[src/rtl/i2c_seq_pkg.sv]
package i2c_seq_pkg;

  localparam int DEV_W = 7;

  typedef enum logic [1:0] {
    ENG_START = 2'd0,
    ENG_STOP  = 2'd1,
    ENG_WRITE = 2'd2,
    ENG_READ  = 2'd3
  } eng_cmd_e;

  typedef enum logic [1:0] {
    OP_PROBE = 2'd0,
    OP_WRITE = 2'd1,
    OP_READ  = 2'd2
  } seq_op_e;

  typedef enum logic [3:0] {
    S_IDLE,
    S_START,
    S_DEVW,
    S_ADDR,
    S_MSTOP,
    S_MSTART,
    S_DEVR,
    S_WDATA,
    S_RDATA,
    S_STOP
  } seq_state_e;

endpackage

[src/rtl/i2c_seq_addr.sv]
// Device-address folding and register-address byte selection.
module i2c_seq_addr #(
  parameter  int AB_MAX = 4,
  localparam int RA_W   = AB_MAX * 8,
  localparam int LEN_W  = $clog2(AB_MAX + 1)
) (
  input  logic [RA_W-1:0]  reg_addr,
  input  logic [LEN_W-1:0] alen,
  input  logic [LEN_W-1:0] idx,
  input  logic [6:0]       dev,
  input  logic             ovf_en,
  input  logic [6:0]       ovf_mask,
  output logic [6:0]       eff_dev,
  output logic [7:0]       addr_byte
);

  logic [RA_W+7:0] above;
  logic [RA_W-1:0] sel;

  // Bits left over above the transmitted address bytes.
  assign above     = {8'h00, reg_addr} >> {alen, 3'b000};
  assign eff_dev   = dev | (ovf_en ? (above[6:0] & ovf_mask) : 7'h00);

  assign sel       = reg_addr >> {idx, 3'b000};
  assign addr_byte = sel[7:0];

endmodule

[src/rtl/i2c_seq_rdbuf.sv]
// Single-entry holding register for the read stream.
module i2c_seq_rdbuf (
  input  logic       clk,
  input  logic       rst,
  input  logic       load,
  input  logic [7:0] din,
  output logic [7:0] rd_data,
  output logic       rd_valid,
  input  logic       rd_ready
);

  always_ff @(posedge clk) begin
    if (rst) begin
      rd_valid <= 1'b0;
      rd_data  <= 8'h00;
    end else if (load) begin
      rd_valid <= 1'b1;
      rd_data  <= din;
    end else if (rd_valid && rd_ready) begin
      rd_valid <= 1'b0;
    end
  end

endmodule

[src/rtl/i2c_mem_seq.sv]
module i2c_mem_seq #(
  parameter  int AB_MAX = 4,
  parameter  int CNT_W  = 8,
  localparam int RA_W   = AB_MAX * 8,
  localparam int LEN_W  = $clog2(AB_MAX + 1)
) (
  input  logic             clk,
  input  logic             rst,
  input  logic             start,
  input  logic [1:0]       op,
  input  logic [6:0]       dev_addr,
  input  logic [RA_W-1:0]  reg_addr,
  input  logic [LEN_W-1:0] addr_len,
  input  logic [CNT_W-1:0] byte_cnt,
  input  logic             rep_start,
  input  logic             ovf_en,
  input  logic [6:0]       ovf_mask,
  output logic             busy,
  output logic             done,
  output logic             dev_nack,
  output logic             addr_nack,
  output logic [CNT_W-1:0] nack_cnt,
  input  logic [7:0]       wr_data,
  input  logic             wr_valid,
  output logic             wr_ready,
  output logic [7:0]       rd_data,
  output logic             rd_valid,
  input  logic             rd_ready,
  output logic             eng_valid,
  output logic [1:0]       eng_cmd,
  output logic [7:0]       eng_byte,
  output logic             eng_last,
  input  logic             eng_done,
  input  logic             eng_nack,
  input  logic [7:0]       eng_rxbyte
);
  import i2c_seq_pkg::*;

  seq_state_e       state_q;
  logic [1:0]       op_q;
  logic [6:0]       dev_q;
  logic [RA_W-1:0]  ra_q;
  logic [LEN_W-1:0] alen_q;
  logic [LEN_W-1:0] idx_q;
  logic [CNT_W-1:0] cnt_q;
  logic [CNT_W-1:0] rem_q;
  logic             rep_q;
  logic             ovf_q;
  logic [6:0]       mask_q;
  logic             pend_q;

  logic [6:0]       eff_dev;
  logic [7:0]       addr_byte;
  logic             can_go;
  eng_cmd_e         cmd_c;
  logic [7:0]       byte_c;
  logic             last_c;
  logic             rd_load;

  i2c_seq_addr #(.AB_MAX(AB_MAX)) u_addr (
    .reg_addr (ra_q),
    .alen     (alen_q),
    .idx      (idx_q),
    .dev      (dev_q),
    .ovf_en   (ovf_q),
    .ovf_mask (mask_q),
    .eff_dev  (eff_dev),
    .addr_byte(addr_byte)
  );

  assign rd_load = pend_q && eng_done && (state_q == S_RDATA);

  i2c_seq_rdbuf u_rdbuf (
    .clk     (clk),
    .rst     (rst),
    .load    (rd_load),
    .din     (eng_rxbyte),
    .rd_data (rd_data),
    .rd_valid(rd_valid),
    .rd_ready(rd_ready)
  );

  assign busy     = (state_q != S_IDLE);
  assign wr_ready = (state_q == S_WDATA) && !pend_q;

  // Command for the current step and whether it may be issued now.
  always_comb begin
    can_go = 1'b0;
    cmd_c  = ENG_START;
    byte_c = 8'h00;
    last_c = 1'b0;
    unique case (state_q)
      S_START, S_MSTART: begin can_go = 1'b1; cmd_c = ENG_START; end
      S_STOP, S_MSTOP:   begin can_go = 1'b1; cmd_c = ENG_STOP;  end
      S_DEVW: begin can_go = 1'b1; cmd_c = ENG_WRITE; byte_c = {eff_dev, 1'b0}; end
      S_DEVR: begin can_go = 1'b1; cmd_c = ENG_WRITE; byte_c = {eff_dev, 1'b1}; end
      S_ADDR: begin can_go = 1'b1; cmd_c = ENG_WRITE; byte_c = addr_byte; end
      S_WDATA: begin can_go = wr_valid; cmd_c = ENG_WRITE; byte_c = wr_data; end
      S_RDATA: begin
        can_go = !rd_valid;
        cmd_c  = ENG_READ;
        last_c = (rem_q == CNT_W'(1));
      end
      default: ;
    endcase
  end

  always_ff @(posedge clk) begin
    if (rst) begin
      state_q   <= S_IDLE;
      pend_q    <= 1'b0;
      eng_valid <= 1'b0;
      eng_cmd   <= 2'd0;
      eng_byte  <= 8'h00;
      eng_last  <= 1'b0;
      done      <= 1'b0;
      dev_nack  <= 1'b0;
      addr_nack <= 1'b0;
      nack_cnt  <= '0;
      op_q      <= 2'd0;
      dev_q     <= 7'h00;
      ra_q      <= '0;
      alen_q    <= '0;
      idx_q     <= '0;
      cnt_q     <= '0;
      rem_q     <= '0;
      rep_q     <= 1'b0;
      ovf_q     <= 1'b0;
      mask_q    <= 7'h00;
    end else begin
      eng_valid <= 1'b0;
      done      <= 1'b0;
      if (state_q == S_IDLE) begin
        if (start) begin
          op_q      <= op;
          dev_q     <= dev_addr;
          ra_q      <= reg_addr;
          alen_q    <= addr_len;
          cnt_q     <= byte_cnt;
          rep_q     <= rep_start;
          ovf_q     <= ovf_en;
          mask_q    <= ovf_mask;
          dev_nack  <= 1'b0;
          addr_nack <= 1'b0;
          nack_cnt  <= '0;
          state_q   <= S_START;
        end
      end else if (!pend_q) begin
        if (can_go) begin
          eng_valid <= 1'b1;
          eng_cmd   <= cmd_c;
          eng_byte  <= byte_c;
          eng_last  <= last_c;
          pend_q    <= 1'b1;
        end
      end else if (eng_done) begin
        pend_q <= 1'b0;
        unique case (state_q)
          S_START: begin
            if (op_q == OP_READ && alen_q == '0) state_q <= S_DEVR;
            else                                 state_q <= S_DEVW;
          end
          S_DEVW: begin
            if (eng_nack) begin
              dev_nack <= 1'b1;
              state_q  <= S_STOP;
            end else if (op_q == OP_PROBE) begin
              state_q <= S_STOP;
            end else if (alen_q != '0) begin
              idx_q   <= LEN_W'(alen_q - 1'b1);
              state_q <= S_ADDR;
            end else begin
              rem_q   <= cnt_q;
              state_q <= (cnt_q == '0) ? S_STOP : S_WDATA;
            end
          end
          S_ADDR: begin
            if (eng_nack) begin
              addr_nack <= 1'b1;
              done      <= 1'b1;
              state_q   <= S_IDLE;
            end else if (idx_q != '0) begin
              idx_q <= LEN_W'(idx_q - 1'b1);
            end else if (op_q == OP_WRITE) begin
              rem_q   <= cnt_q;
              state_q <= (cnt_q == '0) ? S_STOP : S_WDATA;
            end else begin
              state_q <= rep_q ? S_MSTART : S_MSTOP;
            end
          end
          S_MSTOP:  state_q <= S_MSTART;
          S_MSTART: state_q <= S_DEVR;
          S_DEVR: begin
            rem_q   <= cnt_q;
            state_q <= (cnt_q == '0) ? S_STOP : S_RDATA;
          end
          S_WDATA: begin
            if (eng_nack) nack_cnt <= nack_cnt + 1'b1;
            rem_q <= rem_q - 1'b1;
            if (rem_q == CNT_W'(1)) state_q <= S_STOP;
          end
          S_RDATA: begin
            rem_q <= rem_q - 1'b1;
            if (rem_q == CNT_W'(1)) state_q <= S_STOP;
          end
          S_STOP: begin
            done    <= 1'b1;
            state_q <= S_IDLE;
          end
          default: state_q <= S_IDLE;
        endcase
      end
    end
  end

endmodule

[config.mk]
export PLATFORM = sky130hd
export DESIGN_NAME = i2c_mem_seq
export DESIGN_NICKNAME = d
export VERILOG_FILES = /design/src/rtl/i2c_seq_pkg.sv /design/src/rtl/i2c_seq_addr.sv /design/src/rtl/i2c_seq_rdbuf.sv /design/src/rtl/i2c_mem_seq.sv
export SDC_FILE = /design/constraint.sdc
export NUM_CORES = 1
export LEC_CHECK = 0
export BUFFER_PORTS_ARGS = -buffer_cell sky130_fd_sc_hd__buf_2
export CAP_MARGIN = 5
export CORE_ASPECT_RATIO = 0.6
export CORE_UTILIZATION = 45
export CTS_CLUSTER_SIZE = 24
export DETAILED_ROUTE_END_ITERATION = 7
export GPL_ROUTABILITY_DRIVEN = 0
export GPL_TIMING_DRIVEN = 0
export PLACE_DENSITY_LB_ADDON = 0.12
export SYNTH_ARGS = -nofsm -noshare
export SYNTH_HDL_FRONTEND = slang
export SYNTH_HIERARCHICAL = 1
export SYNTH_SLANG_ARGS = --single-unit
[constraint.sdc]
create_clock -name clk -period 4.25 [get_ports clk]
set_clock_uncertainty 0.15 [all_clocks]
set_input_delay 0.85 -clock clk [delete_from_list [all_inputs] [get_ports clk]]
set_output_delay 0.85 -clock clk [all_outputs]
set_load 0.02 [all_outputs]
Word-level counts from Yosys, hierarchy flattened
Cells that the tools add are included.
- order comparisons: 0
- bitwise gates (word level): 5
- reduce and logical (&&, ||, !) cells: 37
- divide/modulo/power cells: 0
- eq/ne operators: 23
- multipliers: 0
- multiplexer cells: 57
- add/sub/neg operators: 4
- shifts and indexed selects: 2
- operators by type and width (cell ; count):
    $mux 8 ; 12
    $pmux 8 s4 ; 2
    $mux 4 ; 12
    $shr 32x6->7 ; 1
    $shr 32x6->8 ; 1
    $pmux 4 s7 ; 1
    $reduce_and 5->1 ; 4
    $mux 1 ; 19
    $mux 3 ; 6
    $ne 2x2->1 const B ; 9
    $eq 4x3->1 const B ; 4
    $reduce_bool 2->1 ; 8
    $reduce_and 10->1 ; 1
    $reduce_and 9->1 ; 1
    $add 8x1->8 const B ; 1
    $eq 4x2->1 const B ; 2
    $eq 4x4->1 const B ; 2
    $eq 8x1->1 const B ; 1
    $logic_not 8->1 ; 1
    $reduce_bool 4->1 ; 2
    $reduce_or 4->1 ; 2
    $sub 8x1->8 const B ; 1
    $and 7x7->7 ; 1
    $mux 7 ; 1
    other kinds (23) ; 33
- latch bits: 0
- output and inout bits: 34
- memories kept: 0
- flip-flop bits (word level): 109
- RAM bits: 0
- bits in read-only memories: 0

Logic depth before layout (Yosys ltp)
- word-level depth: 9
- mapped depth: 8
- depth with buffers taken out: 6

Hierarchy
Netlist, hierarchy kept.
- modules (own cells, without submodules) (module ; area an instance (um^2) ; instances ; seq. area each (um^2) ; cells each):
    i2c_mem_seq ; 4506.8 ; 1 ; 2001.9 ; 559
    i2c_seq_addr ; 525.5 ; 1 ; 0.0 ; 51
    i2c_seq_rdbuf ; 321.6 ; 1 ; 180.2 ; 30

Worst setup path after synthesis
Ideal clock, no wire load.
- kind: flip-flop to output port
- from: register state_q[0]
- to: output port wr_ready
- setup slack: 2015 ps
- cell stages (with the launch flop): 5
- arrival: 1235 ps
- cells stage by stage: dfxtp_1 > buf_6 > clkbuf_1 > nand4b_1 > nor2_1
- word-level cells in the longest chain between the ends: 2
- ends and longest elaborated chain (element ; RTL line ; source):
    start: declaration ; i2c_mem_seq.sv:39 ; seq_state_e state_q;
    start signal: assignment ; i2c_mem_seq.sv:174 ; state_q <= (cnt_q == '0) ? S_STOP : S_WDATA;
    start signal: assignment ; i2c_mem_seq.sv:186 ; state_q <= (cnt_q == '0) ? S_STOP : S_WDATA;
    start signal: assignment ; i2c_mem_seq.sv:188 ; state_q <= rep_q ? S_MSTART : S_MSTOP;
    $eq 4x3->1 ; i2c_mem_seq.sv:84 ; assign wr_ready = (state_q == S_WDATA) && !pend_q;
    $logic_and 1x1->1 ; i2c_mem_seq.sv:84 ;
    end: declaration ; i2c_mem_seq.sv:25 ; output logic wr_ready,
Every way passes these cells.

Final worst setup path
Same ends and word-level chain as after synthesis.

==> metrics.md <==
| Metric | Value |
|---|---|
| Synth Warn # | `6` |
| Maximum buffer depth of the clock tree | `2` |
| Final-report hold violation count | `0` |
| Combinational share of power | `13.4%` |
| Flop pwr share | `48.3%` |
| Clock Sinks | `109` |
| Most common cell after layout, fill and taps aside | `nand2_1` |
| Site Rows | `30` |
| Nets | `856` |
| Most frequent cells in the layout | `nand2_1 (147), buf_2 (132), dfxtp_1 (109), a21oi_1 (80), nor2_1 (50)` |
| Worst-path clk slew | `0.07 ns` |
| Slew @ Worst Pin | `0.958 ns` |
| Async SR Flop Fraction | `0%` |
| Tot Pwr | `2.32 mW` |
| Slew headroom | `36.0%` |
| Mapped Cells | `640` |
| Area post-placement | `6140 um2` |
| Die W | `143 um` |
| Die Y | `86.5 um` |
| Pint | `1.66 mW` |
| Share of cells above drive strength 1 | `23.0%` |
| Pin count of the biggest net entering global routing | `20` |
| Sw Ratio | `28.4%` |
| Area Growth Syn to Fin | `20.4%` |
| Cell area after layout | `6440 um2` |
| Unrepaired setup endpoints after global routing | `false` |
| Setup_tns | `0 ns` |
| Htree depth | `3` |
| FF+latch count, synth | `109` |
| Die Footprint | `12,400 um2` |
| TritonCTS Buffers | `9` |
| Inserted Diodes | `0` |
| Starting Density | `46.8%` |
| Fillers | `1,085` |
| Yosys cell types | `67` |
| First-pass GRT wire length | `25,300 um` |
| Non-filler instance count after layout | `933` |
| Via density | `5.59` |
| Syn Area/Cell | `8.37 um2` |
| Worst skew pair latency | `0.36 ns` |
| CTS Hold Bufs | `0` |
| Max cap viols | `0` |
| Top Ports | `118` |
| Mapped cell area | `5350 um2` |
| Final setup vio count | `0` |
| Worst setup SP type | `flip-flop` |
| Synth Flop Type | `dfxtp_1` |
| Core area | `11,400 um2` |
| Critical path required time | `3.25 ns` |
| Total track usage | `27.3%` |
| CP Capture Type | `output pin` |
| TritonRoute pass-1 iters | `6` |
| Cts repair resizes | `0` |
| Worst EP arrival | `1.90 ns` |
| Syn nets | `728` |
| Net switching power | `659 uW` |
| Kind of critical path | `reg2out` |
| DRT Wirelength | `16,400 um` |
| Total global routing overflow | `0` |
| CP max FO | `10` |
| Worst vdd ir | `0.182 mV` |
| PwrDens | `359 nW/um2` |
| Clk root buf | `clkbuf_16` |
| Outcome | `finished clean` |
| Vias | `5,217` |
| Setup bufs post-CTS | `0` |
| Tcrit/Tclk final | `68.2%` |
| CTS tree | `done` |
| Hold Slack | `0.310 ns` |
| Number of global-route vias before repair | `4,781` |
| Minimum clock period | `2.90 ns` |
| Detail Route Antenna Nets | `0` |
| Avg WL per Cell | `17.6 um` |
| Antenna violations before repair | `0` |
| Post-DP HPWL | `12,400 um` |
| Max Slew Vio Count | `0` |
| IO buf count | `117` |
| Leak pwr | `2.58 nW` |
| Post-synth EDFFs | `0` |
| Top achievable clock speed | `345 MHz` |
| Hold crit path type | `reg2reg` |
| Placed Cells | `917` |
| Post-synthesis sequential area ratio | `40.8%` |
| Clock power share | `38.3%` |
| Iter 0 DRT Violations | `629` |
| Drt drc | `0` |
[synth_stat cells (5+ instances only)]
master	n	area, um2
xor2_1	6	52.6
nor4_1	5	31.3
nor2_1	50	188
mux2i_1	31	310
nand3_1	5	25.0
nor2b_1	12	75.1
a22oi_1	7	52.6
nor3_1	6	30.0
o21ai_0	7	35.0
inv_1	5	18.8
o22ai_1	7	43.8
buf_6	7	78.8
dfxtp_1	109	2180
a21o_1	12	90.1
a21oi_1	80	400
o21ai_1	5	25.0
clkbuf_1	24	90.1
nand2_1	147	552
mux4_2	8	180
a311oi_1	8	70.1
buf_2	15	75.1
[sequential cells by signal, summed over array words and instances (netlist names), 7 cells and up]
signal,count
mask_q,7
rem_q,8
eng_byte,8
cnt_q,8
nack_cnt,8
dev_q,7
ra_q,32
u_rdbuf/rd_data,8
[per-stage QoR]
step                      setup WS (ns)  utilization [%]
after floorplan                    2.02                -
after global placement             1.65             53.6
after detailed placement           1.59             53.6
after CTS                          1.37             56.3
after global routing               1.23             56.3
final                              1.35             56.3
[per-layer routing]
metal	GRT usage, %	up-vias	share of wire, %
li1	-	2509	-
met1	41.7	2443	50
met2	37.2	241	39
met3	7.62	24	9.9
met4	6.55	0	1.4
met5	0	-	0
[logic make-up (layout without fill, tap and decap cells)]
logic type               after synthesis  after routing  synth area share [%]
buffers and inverters                 55            188                  5.28
XOR/XNOR                               6              6                 0.982
AND/OR/NAND/NOR                      266            266                  24.0
adder cells (fa/ha/maj)                4              4                 0.935
multiplexers                          39             39                  9.16
flip-flops                           109            109                  40.8
AO/OA/AOI/OAI                        161            161                  18.9
[path summary, 6_finish.rpt]
kind | from | to | slack (ns) | depth (start not counted)
worst max-delay path | state_q[0]$_SDFFE_PP0P_ | wr_ready | 1.35 | 5
worst max register to register | state_q[2]$_SDFFE_PP0P_ | idx_q[2]$_SDFFE_PP0P_ | 1.63 | 8
worst min register to register | ra_q[15]$_SDFFE_PP0P_ | ra_q[15]$_SDFFE_PP0P_ | 0.31 | 2
worst min-delay path | ra_q[15]$_SDFFE_PP0P_ | ra_q[15]$_SDFFE_PP0P_ | 0.31 | 2
[worst max-delay path, cell delays in order (launching register included)]
cell and delay, ns:
dfxtp_1 0.33, buf_6 0.16, clkbuf_1 0.37, nand4b_1 0.32, nor2_1 0.17, buf_2 0.18
[power groups by stage]
stage          clock network (mW)  registers, mW  logic (mW)
2_1_floorplan                   0           1.13       0.185
3_3_place_gp                    0           1.14       0.297
3_5_place_dp                    0           1.14       0.304
4_1_cts                     0.892           1.12       0.306
5_1_grt                     0.938           1.12       0.339
6_report                    0.887           1.12       0.311
[layout make-up]
cell class | instances | area (um2) | area share (%)
repair buffers | 117 | 586 | 9.09
clock buffers | 9 | 225 | 3.49
flip-flops and latches | 109 | 2180 | 33.9
inverters | 6 | 22.5 | 0.349
clock inverters | 7 | 80.1 | 1.24
multi-input cells | 476 | 2890 | 44.8
well taps | 160 | 200 | 3.11
plain buffers | 49 | 260 | 4.04
(Power assumes the default switching activity.)
